--- config.mk ---
export PLATFORM = sky130hd
export DESIGN_NAME = serial_tx_framer
export DESIGN_NICKNAME = d
export VERILOG_FILES = /design/src/rtl/tx_pkg.sv /design/src/rtl/tx_hold_buf.sv /design/src/rtl/tx_frame_build.sv /design/src/rtl/tx_shift_engine.sv /design/src/rtl/serial_tx_framer.sv
export SDC_FILE = /design/constraint.sdc
export NUM_CORES = 1
export LEC_CHECK = 0
export BUFFER_PORTS_ARGS = -buffer_cell sky130_fd_sc_hd__buf_4
export CAP_MARGIN = 20
export CORE_ASPECT_RATIO = 0.9
export CORE_UTILIZATION = 60
export DETAILED_ROUTE_END_ITERATION = 8
export PLACE_DENSITY = 0.89
export REMOVE_ABC_BUFFERS = 1
export SYNTH_ARGS = -nofsm -noshare
export SYNTH_HDL_FRONTEND = slang
export SYNTH_SLANG_ARGS = --single-unit
--- constraint.sdc ---
create_clock -name clk -period 4.7 [get_ports clk]
set_input_delay 0.94 -clock clk [delete_from_list [all_inputs] [get_ports clk]]
set_output_delay 0.94 -clock clk [all_outputs]
set_load 0.03 [all_outputs]
--- src/rtl/tx_pkg.sv ---
package tx_pkg;
  typedef struct packed {
    logic len8;
    logic stop2;
    logic par_en;
    logic par_odd;
    logic mark_en;
  } tx_fmt_t;
endpackage

--- src/rtl/tx_hold_buf.sv ---
module tx_hold_buf #(
  parameter int DATA_W = 8
) (
  input  logic              clk,
  input  logic              rst_n,
  input  logic              in_valid,
  input  logic [DATA_W-1:0] in_data,
  input  logic              in_mark,
  input  logic              take,
  output logic              in_ready,
  output logic              full,
  output logic [DATA_W-1:0] hold_data,
  output logic              hold_mark
);
  logic accept;

  assign in_ready = !full;
  assign accept   = in_valid && !full;

  always_ff @(posedge clk) begin
    if (!rst_n) begin
      full      <= 1'b0;
      hold_data <= '0;
      hold_mark <= 1'b0;
    end else if (accept) begin
      full      <= 1'b1;
      hold_data <= in_data;
      hold_mark <= in_mark;
    end else if (take) begin
      full      <= 1'b0;
    end
  end

  AST_TAKE_NEEDS_DATA: assert property (@(posedge clk) disable iff (!rst_n)
    take |-> full);
  AST_TAKE_FREES: assert property (@(posedge clk) disable iff (!rst_n)
    take |=> in_ready);
  AST_HELD_STABLE: assert property (@(posedge clk) disable iff (!rst_n)
    (full && !take) |=> (full && $stable(hold_data) && $stable(hold_mark)));
endmodule

--- src/rtl/tx_frame_build.sv ---
module tx_frame_build
  import tx_pkg::*;
#(
  parameter int DATA_W  = 8,
  parameter int FRAME_W = 1 + DATA_W + 4,
  parameter int CNT_W   = $clog2(FRAME_W + 1)
) (
  input  tx_fmt_t            fmt,
  input  logic [DATA_W-1:0]  data,
  input  logic               mark,
  output logic [FRAME_W-1:0] frame,
  output logic [CNT_W-1:0]   nbits
);
  int   dlen;
  int   pos;
  logic par;

  always_comb begin
    dlen  = fmt.len8 ? DATA_W : DATA_W - 1;
    frame = '1;
    frame[0] = 1'b0;
    par   = fmt.par_odd;
    for (int i = 0; i < DATA_W; i++) begin
      if (i < dlen) begin
        frame[1 + i] = data[i];
        par          = par ^ data[i];
      end
    end
    pos = 1 + dlen;
    if (fmt.par_en) begin
      frame[pos] = par;
      pos        = pos + 1;
    end
    if (fmt.mark_en) begin
      frame[pos] = mark;
      pos        = pos + 1;
    end
    nbits = CNT_W'(pos + (fmt.stop2 ? 2 : 1));
  end
endmodule

--- src/rtl/tx_shift_engine.sv ---
module tx_shift_engine #(
  parameter int FRAME_W = 13,
  parameter int CNT_W   = 4
) (
  input  logic               clk,
  input  logic               rst_n,
  input  logic               tick,
  input  logic               have_data,
  input  logic [FRAME_W-1:0] frame,
  input  logic [CNT_W-1:0]   nbits,
  output logic               take,
  output logic               busy,
  output logic               txd
);
  logic [FRAME_W-1:0] sh_q;
  logic [CNT_W-1:0]   left_q;
  logic               last;

  assign last = busy && (left_q == CNT_W'(1));
  assign take = tick && have_data && (!busy || last);
  assign txd  = busy ? sh_q[0] : 1'b1;

  always_ff @(posedge clk) begin
    if (!rst_n) begin
      sh_q   <= '1;
      left_q <= '0;
      busy   <= 1'b0;
    end else if (tick) begin
      if (take) begin
        sh_q   <= frame;
        left_q <= nbits;
        busy   <= 1'b1;
      end else if (busy) begin
        sh_q   <= {1'b1, sh_q[FRAME_W-1:1]};
        left_q <= left_q - CNT_W'(1);
        if (last) busy <= 1'b0;
      end
    end
  end

  AST_START_LOW: assert property (@(posedge clk) disable iff (!rst_n)
    take |=> !txd);
  AST_BIT_HOLDS: assert property (@(posedge clk) disable iff (!rst_n)
    (busy && !tick) |=> $stable(txd));
  AST_LAST_IS_STOP: assert property (@(posedge clk) disable iff (!rst_n)
    (last && tick) |-> txd);
endmodule

--- src/rtl/serial_tx_framer.sv ---
module serial_tx_framer
  import tx_pkg::*;
#(
  parameter int DATA_W = 8
) (
  input  logic              clk,
  input  logic              rst_n,
  input  logic              baud_tick,
  input  logic              cfg_len8,
  input  logic              cfg_stop2,
  input  logic              cfg_par_en,
  input  logic              cfg_par_odd,
  input  logic              cfg_mark_en,
  input  logic              in_valid,
  output logic              in_ready,
  input  logic [DATA_W-1:0] in_data,
  input  logic              in_mark,
  output logic              txd,
  output logic              tx_end
);
  localparam int FRAME_W = 1 + DATA_W + 1 + 1 + 2;
  localparam int CNT_W   = $clog2(FRAME_W + 1);

  tx_fmt_t            fmt;
  logic               full;
  logic               take;
  logic               busy;
  logic [DATA_W-1:0]  hold_data;
  logic               hold_mark;
  logic [FRAME_W-1:0] frame;
  logic [CNT_W-1:0]   nbits;

  assign fmt = '{len8: cfg_len8, stop2: cfg_stop2, par_en: cfg_par_en,
                 par_odd: cfg_par_odd, mark_en: cfg_mark_en};

  tx_hold_buf #(.DATA_W(DATA_W)) u_hold (
    .clk(clk), .rst_n(rst_n), .in_valid(in_valid), .in_data(in_data),
    .in_mark(in_mark), .take(take), .in_ready(in_ready), .full(full),
    .hold_data(hold_data), .hold_mark(hold_mark)
  );

  tx_frame_build #(.DATA_W(DATA_W), .FRAME_W(FRAME_W), .CNT_W(CNT_W)) u_build (
    .fmt(fmt), .data(hold_data), .mark(hold_mark), .frame(frame), .nbits(nbits)
  );

  tx_shift_engine #(.FRAME_W(FRAME_W), .CNT_W(CNT_W)) u_shift (
    .clk(clk), .rst_n(rst_n), .tick(baud_tick), .have_data(full),
    .frame(frame), .nbits(nbits), .take(take), .busy(busy), .txd(txd)
  );

  assign tx_end = !busy && !full;

  AST_END_LINE_HIGH: assert property (@(posedge clk) disable iff (!rst_n)
    tx_end |-> txd);
  AST_END_MEANS_READY: assert property (@(posedge clk) disable iff (!rst_n)
    tx_end |-> in_ready);
  AST_NO_LOAD_WITHOUT_TICK: assert property (@(posedge clk) disable iff (!rst_n)
    (!baud_tick && !in_ready) |=> !in_ready);
endmodule

==> qor.yml, run 1 <==
clock_tree:
  clk_latency_ns: 0.33
  ctsResizeCount: 0
  cts_setup_buffers: 0
  cts_buffer_depth: 2
  cts_tree: "yes"
  clock-root-buffer: "clkbuf_4"
  ctsHoldBuffers: 0
  cts_buffers: 3
  clkSinkCount: 27
  h-tree-depth: 1
  cts.clk_slew.worst_paths_ns: 0.14
yosys:
  yosysTopAreaCellShare: 0.3737
  synthDistinctLibCells: 38
  synth.area.top_cells: "dfxtp_1 37%, nand2_1 10%, a21boi_0 5.7%, nor2_1 5.7%, ha_1 5.2%"
  avgSynthCellArea_um2: 8.172
  synth_compound_area_frac: 0.2102
  async_flop_share: 0
  yosys_warnings: 0
  synth-simple-area-share: 0.2223
  synthCells: 177
  synth_common_cells: "39 x nand2_1, 27 x dfxtp_1, 22 x nor2_1"
  synth.most_common_cell: "nand2_1"
  ys_seq_elements: 27
  synth_top_family_by_area: "simple AND/OR/NAND/NOR gates"
  synth-main-ff-cell: "dfxtp_1"
  synthesis.area_mm2: 0.001446
  synth_xor_area_frac: 0.07007
  synth.area.mux_share: 0.006920
  synth_fa_ha_area_frac: 0.06574
  synth_top_area_cell: "dfxtp_1"
  yosysSeqAreaShare: 0.3737
  synth_edf_count: 0
critical_path:
  required_ns: 4.94
  crit_path_max_fanout: 5
  cp-start-kind: "primary input"
  ff2ff_path_depth: 6
  cp-end-kind: "flip-flop"
  crit_type: "in -> reg"
  critPathArrivalTime_ns: 2.71
run:
  cap_violations: 0
routing:
  postRouteAntennaNets: 0
  post-route-drc-count: 0
  wire_per_inst_um: 13.90
  via_per_inst: 5.923
  firstDrtPassIters: 4
  drtIter0Drc: 49
  vias: 1303
  wl_mm: 3.058
floorplan:
  initial_utilization: 0.6509
  num_rows: 16
  die_h_um: 48.58
  io_pins: 21
  die_w_um: 53.76
  core_area_mm2: 0.002222
  die_area_mm2: 0.002611
place:
  post-place-cells: 216
  portBuffers: 20
  postPlaceCellArea_mm2: 0.001594
  place_ws_ns: 1.871
  place_congestion: 0.7952
  hpwl_mm: 2.273
sta:
  fmax_mhz: 403.8
  finalSetupTns_ns: 0
  fin_ws_ns: 2.224
  setup_viol: 0
  hold_viol_final: 0
  finalMaxSlewViolations: 0
  rsz0062_at_grt: "no"
  fin_worst_skew_ns: 0.008078
  finalWorstPathRequiredPeriod_ns: 2.477
  post-route-period-util: 0.5269
  worstMarginPinSlew_ns: 0.6166
  slew_headroom: 0.5881
layout:
  n_fill_cell: 170
  final_cell_area_mm2: 0.001620
  area_growth_pct: 12.02
  n_antenna_cell: 0
  fin_cells: 220
  drive_gt1_frac: 0.1451
  num-nets-final: 219
grt:
  grt_pass1_wl_mm: 5.409
  antenna_found_initial: 0
  grt_max_degree: 28
  gr-total-overflow: 0
  grt.total_usage: 0.2802
  grt_pass1_vias: 1304
power:
  power.share.clock: 0.207
  power_density_mw_per_mm2: 296.3
  p_switching_uw: 145.2
  leakage_uw: 0.0007066
  combPwrFrac: 0.250
  intPower_uw: 334.9
  sw_frac_of_total: 0.3023
  pwr-share-seq: 0.544
  peakVddDrop_mv: 0.2704
  total_power_uw: 480.1
outcome:
  status: "finished clean"
hold_path:
  min_path_type: "reg -> reg"
  holdPathStages: 2
-- worst max-delay path, cell delays in order --
cell     delay, ns
buf_4         0.11
inv_1         0.05
ha_1          0.33
xor2_1        0.16
ha_1          0.21
fa_1          0.38
xnor2_1       0.14
nor2_1        0.09
a31oi_1       0.05
o221a_2       0.26
-- layer usage --
| layer | GRT usage | part of all wire |
|---|---|---|
| met1 | 0.3432 | 0.43 |
| met2 | 0.4486 | 0.49 |
| met3 | 0.07862 | 0.057 |
| met4 | 0.1140 | 0.026 |
| met5 | 0 | 0 |
-- kinds of logic after synthesis --
family,count (synthesis)
simple gates,76
compound gates,39
flops,27
buf+inv,17
xor+xnor,10
fa+ha+maj,7
mux,1
-- cell type report --
cell class              instances  area, µm²  share of cell area
inverters                       8      30.03             0.01853
clock buffers                   4      26.28             0.01622
multi-input cells             133      832.0              0.5135
well taps                      27      33.78             0.02085
flip-flops and latches         27      540.5              0.3336
repair buffers                 21      157.7             0.09730
-- final timing paths --
path / startpoint / endpoint / slack, ns
max: cfg_len8 / u_shift.left_q[2] / 2.22
min: u_shift.sh_q[1] / u_shift.sh_q[0] / 0.49
max reg2reg: u_shift.left_q[0] / u_shift.left_q[3] / 2.62
min reg2reg: u_shift.sh_q[1] / u_shift.sh_q[0] / 0.49
-- sequential cells by signal (all words and copies together) (netlist names) --
| signal | cells |
|---|---|
| u_hold.full | 1 |
| u_hold.hold_data | 8 |
| u_hold.hold_mark | 1 |
| u_shift.busy | 1 |
| u_shift.left_q | 4 |
| u_shift.sh_q | 12 |
-- layout by cell type, fill, tap and decap left out, types with 2 or more instances in the layout --
master     instances
nand2_1           39
dfxtp_1           27
nor2_1            22
buf_4             21
a21boi_0          11
inv_1              8
xnor2_1            8
ha_1               6
nor3_1             4
a21oi_1            4
nand3_1            4
o311ai_1           4
o311ai_0           4
o21ai_0            3
clkbuf_4           3
o2111ai_1          2
a31oi_1            2
o221a_2            2
-- through the flow --
stage                     utilization  hold slack, ns
final                          0.7292          0.4862
after global routing           0.7292          0.5266
after CTS                      0.7292          0.4890
after detailed placement       0.7173          0.4636
after global placement         0.7173          0.4512
after floorplan                     -          0.4297
-- power groups by stage --
| stage | combinational, µW | sequential (µW) | clock, µW |
|---|---|---|---|
| CTS | 120 | 261 | 102 |
| global placement | 113 | 265 | 0 |
| floorplan | 82.0 | 262 | 0 |
| finish | 120 | 261 | 99.2 |
| detailed placement | 119 | 266 | 0 |
| global route | 134 | 264 | 111 |
Power figures use the tool's default switching activity.
==> inputs of run 2 (changes only) <==
--- a/config.mk
+++ b/config.mk
@@ -5,12 +5,13 @@
 export SDC_FILE = /design/constraint.sdc
 export NUM_CORES = 1
 export LEC_CHECK = 0
+export ABC_AREA = 1
 export BUFFER_PORTS_ARGS = -buffer_cell sky130_fd_sc_hd__buf_4
 export CAP_MARGIN = 20
 export CORE_ASPECT_RATIO = 0.9
-export CORE_UTILIZATION = 60
+export CORE_UTILIZATION = 56
 export DETAILED_ROUTE_END_ITERATION = 8
-export PLACE_DENSITY = 0.89
+export PLACE_DENSITY = 0.84
 export REMOVE_ABC_BUFFERS = 1
 export SYNTH_ARGS = -nofsm -noshare
 export SYNTH_HDL_FRONTEND = slang
==> constraint.sdc (replaced) <==
create_clock -name clk -period 2.3 [get_ports clk]
set_input_delay 0.46 -clock clk [delete_from_list [all_inputs] [get_ports clk]]
set_output_delay 0.46 -clock clk [all_outputs]
set_load 0.03 [all_outputs]
==> run 2 against run 1 <==
The flow now finishes with violations (design-rule violations). Sequential share of layout area is 2.2 points lower. Synthesized cell count is 29% higher. Clock power is 110% higher. Register-to-register slack worse by 1.9 ns. First-iteration DRC count is 24% higher. Non-clock buffer count stayed put. Cell count is 25% higher. Highest routed layer unchanged.
==> qor.yml, run 2 <==
yosys:
  yosys_warnings: 0
  avgSynthCellArea_um2: 6.884
  synth.most_common_cell: "nand2_1"
  yosysTopAreaCellShare: 0.3429
  synth_top_area_cell: "dfxtp_1"
  synth_top_family_by_area: "simple AND/OR/NAND/NOR gates"
  synth_compound_area_frac: 0.2190
  synthDistinctLibCells: 27
  synth_edf_count: 0
  synthCells: 229
  synth_fa_ha_area_frac: 0.06032
  yosysSeqAreaShare: 0.3429
  synth.area.mux_share: 0
  synth.area.top_cells: "dfxtp_1 34%, nand2_1 13%, inv_1 7.4%, a21oi_1 7.3%, o21ai_0 7.3%"
  synth_common_cells: "56 x nand2_1, 31 x inv_1, 27 x dfxtp_1"
  synthesis.area_mm2: 0.001577
  synth-simple-area-share: 0.2389
  synth-main-ff-cell: "dfxtp_1"
  ys_seq_elements: 27
  synth_xor_area_frac: 0.01667
  async_flop_share: 0
sta:
  fmax_mhz: 532.4
  fin_worst_skew_ns: 0.002256
  hold_viol_final: 0
  holdWs_ns: 0.3780
  worstMarginPinSlew_ns: 0.4779
  finalSetupTns_ns: 0
  finalWorstPathRequiredPeriod_ns: 1.878
  setup_viol: 0
  finalMaxSlewViolations: 0
  post-route-period-util: 0.8167
  rsz0062_at_grt: "no"
  slew_headroom: 0.6806
layout:
  final_cell_area_mm2: 0.001737
  layout_common_cells: "56 x nand2_1, 31 x inv_1, 27 x dfxtp_1"
  fin_cells: 275
  final_common_cell: "nand2_1"
  top_register: "u_shift.sh_q"
  largest_reg_flops: 12
  seq_area_um2: 540.5
  reg.largest.list: "u_shift.sh_q: 12 flops, u_hold.hold_data: 8 flops, u_shift.left_q: 4 flops"
  drive_gt1_frac: 0.1498
  num-nets-final: 273
  n_fill_cell: 257
  multi_input_area_um2: 843.3
  area_growth_pct: 10.16
  n_antenna_cell: 0
grt:
  grt_pass1_vias: 1159
  gr-total-overflow: 0
  grt_max_degree: 19
  grt_pass1_wl_mm: 4.899
  antenna_found_initial: 0
  grt.total_usage: 0.2122
clock_tree:
  cts_buffer_depth: 2
  cts_buffers: 3
  cts_tree: "yes"
  h-tree-depth: 1
  ctsResizeCount: 0
  cts_setup_buffers: 0
  clkSinkCount: 27
  clk_latency_ns: 0.33
  clock-root-buffer: "clkbuf_4"
  cts.clk_slew.worst_paths_ns: 0.14
  ctsHoldBuffers: 0
routing:
  wire_per_inst_um: 10.77
  wl_mm: 2.961
  post-route-drc-count: 2
  via_per_inst: 5.193
  drtIter0Drc: 61
  vias: 1428
  postRouteAntennaNets: 0
  firstDrtPassIters: 6
power:
  power_density_mw_per_mm2: 593.8
  peakVddDrop_mv: 0.3522
  leakage_uw: 0.0008390
run:
  cap_violations: 0
floorplan:
  num_rows: 17
  die_h_um: 52.34
  io_pins: 21
  core_area_mm2: 0.002552
  die_w_um: 57.93
  die_area_mm2: 0.003032
  initial_utilization: 0.6176
critical_path:
  worstSetupStartpoint: "cfg_len8"
  r2r_start: "u_shift.left_q[1]"
  critPathArrivalTime_ns: 2.16
  crit_type: "in -> reg"
  cp-start-kind: "primary input"
  required_ns: 2.58
  cp-end-kind: "flip-flop"
  crit_path_max_fanout: 4
place:
  place_congestion: 0.7935
  post-place-cells: 271
  hpwl_mm: 2.213
  postPlaceCellArea_mm2: 0.001709
  portBuffers: 20
hold_path:
  min_path_type: "in -> reg"
  hp-start: "in_valid"
outcome:
  status: "finished, violations left"
  violations: "design-rule violations"
run 2: report_power, final:
group | switching [µW] | leakage, µW | internal [µW]
Clock | 143 | 0.0000177 | 65.5
Combinational | 169 | 0.000598 | 114
Sequential | 31.1 | 0.000223 | 509
run 2: routing by layer:
layer / global-route usage / vias up / wire length (µm)
li1: - / 771 / -
met1: 0.2877 / 626 / 1489
met2: 0.3352 / 29 / 1317
met3: 0.05185 / 2 / 138
met4: 0.05952 / 0 / 15
met5: 0 / - / 0
run 2: final cells by class:
| cell class | instances | share of cell area |
|---|---|---|
| well taps | 28 | 0.02017 |
| repair buffers | 21 | 0.09078 |
| inverters | 34 | 0.07637 |
| multi-input cells | 161 | 0.4856 |
| flip-flops and latches | 27 | 0.3112 |
| clock inverters | 1 | 0.002882 |
| clock buffers | 3 | 0.01297 |
run 2: path summary, 6_finish.rpt:
path	to	slack [ns]	depth (start not counted)
setup / recovery	u_shift.left_q[2]	0.42	11
hold / removal	u_hold.full	0.38	3
setup reg to reg	u_shift.sh_q[11]	0.77	8
hold reg to reg	u_shift.sh_q[8]	0.49	2
run 2: per-stage QoR:
stage               utilization  setup WS, ns  total power [µW]
finish                   0.6804        0.4217              1031
global placement         0.6696        0.1378             825.6
global route             0.6804        0.3475              1104
detailed placement       0.6696       0.05767             833.2
floorplan                     -        0.2979             749.5
CTS                      0.6804        0.4186              1041
run 2: worst max-delay path, stage by stage:
cell and delay [ns]:
buf_4 0.10, inv_1 0.05, ha_1 0.31, nand2_1 0.06
inv_1 0.10, nor2_1 0.05, ha_1 0.20, fa_1 0.39
xnor2_1 0.21, o211ai_2 0.10, a21oi_2 0.12
run 2: cells by family (layout without fill, tap and decap cells):
logic type,count (synthesis),in the layout
fa+ha+maj,7,7
compound gates,62,62
flops,27,27
buf+inv,41,59
simple gates,89,89
xor+xnor,3,3
==> inputs of run 3 (changes only) <==
--- a/config.mk
+++ b/config.mk
@@ -5,7 +5,7 @@
 export SDC_FILE = /design/constraint.sdc
 export NUM_CORES = 1
 export LEC_CHECK = 0
-export ABC_AREA = 1
+export ABC_AREA = 0
 export BUFFER_PORTS_ARGS = -buffer_cell sky130_fd_sc_hd__buf_4
 export CAP_MARGIN = 20
 export CORE_ASPECT_RATIO = 0.9
==> constraint.sdc (replaced) <==
create_clock -name clk -period 1.9 [get_ports clk]
set_input_delay 0.38 -clock clk [delete_from_list [all_inputs] [get_ports clk]]
set_output_delay 0.38 -clock clk [all_outputs]
set_load 0.03 [all_outputs]
==> run 3 against run 2 <==
Worst setup slack got worse by 0.35 ns. Die area fell by 8.0%. Design area is 0.22% lower. The flow now finishes without violations. Critical path type is now reg -> reg. Largest cell class unchanged. Total power up 19%. Clock skew increased by 0.0073 ns.
==> qor.yml, run 3 (synthesis results as in run 1) <==
critical_path:
  crit_chain: "inv_2 > ha_1 > or3b_4 > a21o_4 > buf_4 > nor3_1 > o311ai_0"
  cp-start-kind: "flip-flop"
  cp_slowest_cell: "or3b_4"
  ff2ff_path_depth: 7
  required_ns: 2.11
  crit_type: "reg -> reg"
  r2r_end: "u_shift.sh_q[10]"
  cp-end-kind: "flip-flop"
  critPathArrivalTime_ns: 2.04
  slowest_delay_ns: 0.42
  r2r_slack_ns: 0.07
  r2r_start: "u_shift.left_q[1]"
  crit_path_max_fanout: 5
clock_tree:
  cts_tree: "yes"
  ctsHoldBuffers: 0
  h-tree-depth: 1
  clock-root-buffer: "clkbuf_4"
  clk_latency_ns: 0.34
  cts.clk_slew.worst_paths_ns: 0.15
  cts_buffer_depth: 2
  cts_buffers: 3
  clkSinkCount: 27
sta:
  slew_headroom: 0.6874
  post-route-period-util: 0.9636
  setup_viol: 0
  finalWorstPathRequiredPeriod_ns: 1.831
  worstMarginPinSlew_ns: 0.4672
  hold_viol_final: 0
  fin_worst_skew_ns: 0.009594
  holdWs_ns: 0.2812
  fmax_mhz: 546.2
  fin_ws_ns: 0.06909
  finalMaxSlewViolations: 0
  finalSetupTns_ns: 0
layout:
  final_util: 0.7084
  layout_common_cells: "39 x nand2_1, 30 x buf_4, 26 x dfxtp_1"
  seq_area_um2: 541.8
  n_fill_cell: 192
  reg.largest.list: "u_shift.sh_q: 12 flops, u_hold.hold_data: 8 flops, u_shift.left_q: 4 flops"
  multi_input_area_um2: 854.6
  num-nets-final: 229
  largest_reg_flops: 12
  fin_cells: 231
  final_common_cell: "nand2_1"
  top_register: "u_shift.sh_q"
  area_growth_pct: 19.81
  drive_gt1_frac: 0.2167
  n_antenna_cell: 0
place:
  portBuffers: 20
  place_ws_ns: -0.3055
  place_congestion: 0.7918
  hpwl_mm: 2.278
  post-place-cells: 226
power:
  power.share.clock: 0.209
  leakage_uw: 0.0007632
  power_density_mw_per_mm2: 708.6
  combPwrFrac: 0.266
  pwr-share-seq: 0.525
  p_switching_uw: 376.9
  sw_frac_of_total: 0.3069
  intPower_uw: 851.0
  peakVddDrop_mv: 0.6668
routing:
  drtIter0Drc: 45
  wire_per_inst_um: 13.63
  postRouteAntennaNets: 0
  post-route-drc-count: 0
  vias: 1328
  via_per_inst: 5.749
  wl_mm: 3.149
  firstDrtPassIters: 4
grt:
  grt_use_met2: 0.4116
  grt.total_usage: 0.2349
  grt_pass1_vias: 1203
  met1_usage: 0.2820
  antenna_found_initial: 0
  gr-total-overflow: 0
  use_met3: 0.04897
  grt_busiest_layer: "met2"
  grt_pass1_wl_mm: 5.140
  grt_max_degree: 28
floorplan:
  die_h_um: 50.22
  core_area_mm2: 0.002446
  io_pins: 21
  num_rows: 17
  die_area_mm2: 0.002790
  die_w_um: 55.57
  initial_utilization: 0.5913
hold_path:
  hold_end: "u_hold.hold_data[2]"
  min_path_type: "in -> reg"
  hp-start: "in_data[2]"
  holdPathStages: 3
run:
  cap_violations: 0
outcome:
  status: "finished clean"
==> run 3: worst max-delay path by stage <==
stage                            from                end
floorplan                    cfg_len8  u_shift.left_q[2]
global placement             cfg_len8  u_shift.left_q[2]
detailed placement           cfg_len8  u_shift.left_q[2]
CTS                 u_shift.left_q[1]  u_shift.left_q[3]
global route        u_shift.left_q[1]   u_shift.sh_q[10]
finish              u_shift.left_q[1]   u_shift.sh_q[10]
==> run 3: timing repair <==
item	4_1_cts	5_1_grt
resized for setup	0	8
pin swaps	1	1
endpoints found under the setup margin	1	12
buffers inserted	0	1
==> run 3: cell type report <==
type                            count  share of cell area
Multi-Input combinational cell    133              0.4931
Clock buffer                        4             0.01516
Timing Repair Buffer               31              0.1415
Inverter                            8             0.01733
Tap cell                           28             0.02022
Sequential cell                    27              0.3126
==> run 3: power groups by stage <==
stage	combinational, µW	clock, µW	sequential (µW)
2_1_floorplan	203	0	648
3_3_place_gp	301	0	652
3_5_place_dp	316	0	655
4_1_cts	318	262	643
5_1_grt	361	278	651
6_report	326	257	645
==> run 3: worst max-delay path: cells and delay by family, from the launching register on <==
| kind | cells | cell delay (ns) |
|---|---|---|
| DFF | 1 | 0.36 |
| buffers and inverters | 2 | 0.20 |
| adders and majority gates | 1 | 0.13 |
| AOI/OAI and AO/OA | 2 | 0.39 |
| and+or+nand+nor | 2 | 0.62 |
==> run 3: per-layer routing <==
| layer | wire length (µm) | part of all wire |
|---|---|---|
| met1 | 1467 | 0.47 |
| met4 | 41 | 0.013 |
| met2 | 1498 | 0.48 |
| met5 | 0 | 0 |
| met3 | 142 | 0.045 |
==> run 3: per-stage QoR <==
| stage | power, µW | area, µm² |
|---|---|---|
| 6_report | 1228 | 1733 |
| 5_1_grt | 1290 | 1733 |
| 4_1_cts | 1223 | 1702 |
| 3_5_place_dp | 971.2 | 1675 |
| 3_3_place_gp | 953.4 | 1675 |
| 2_1_floorplan | 851.1 | 1403 |
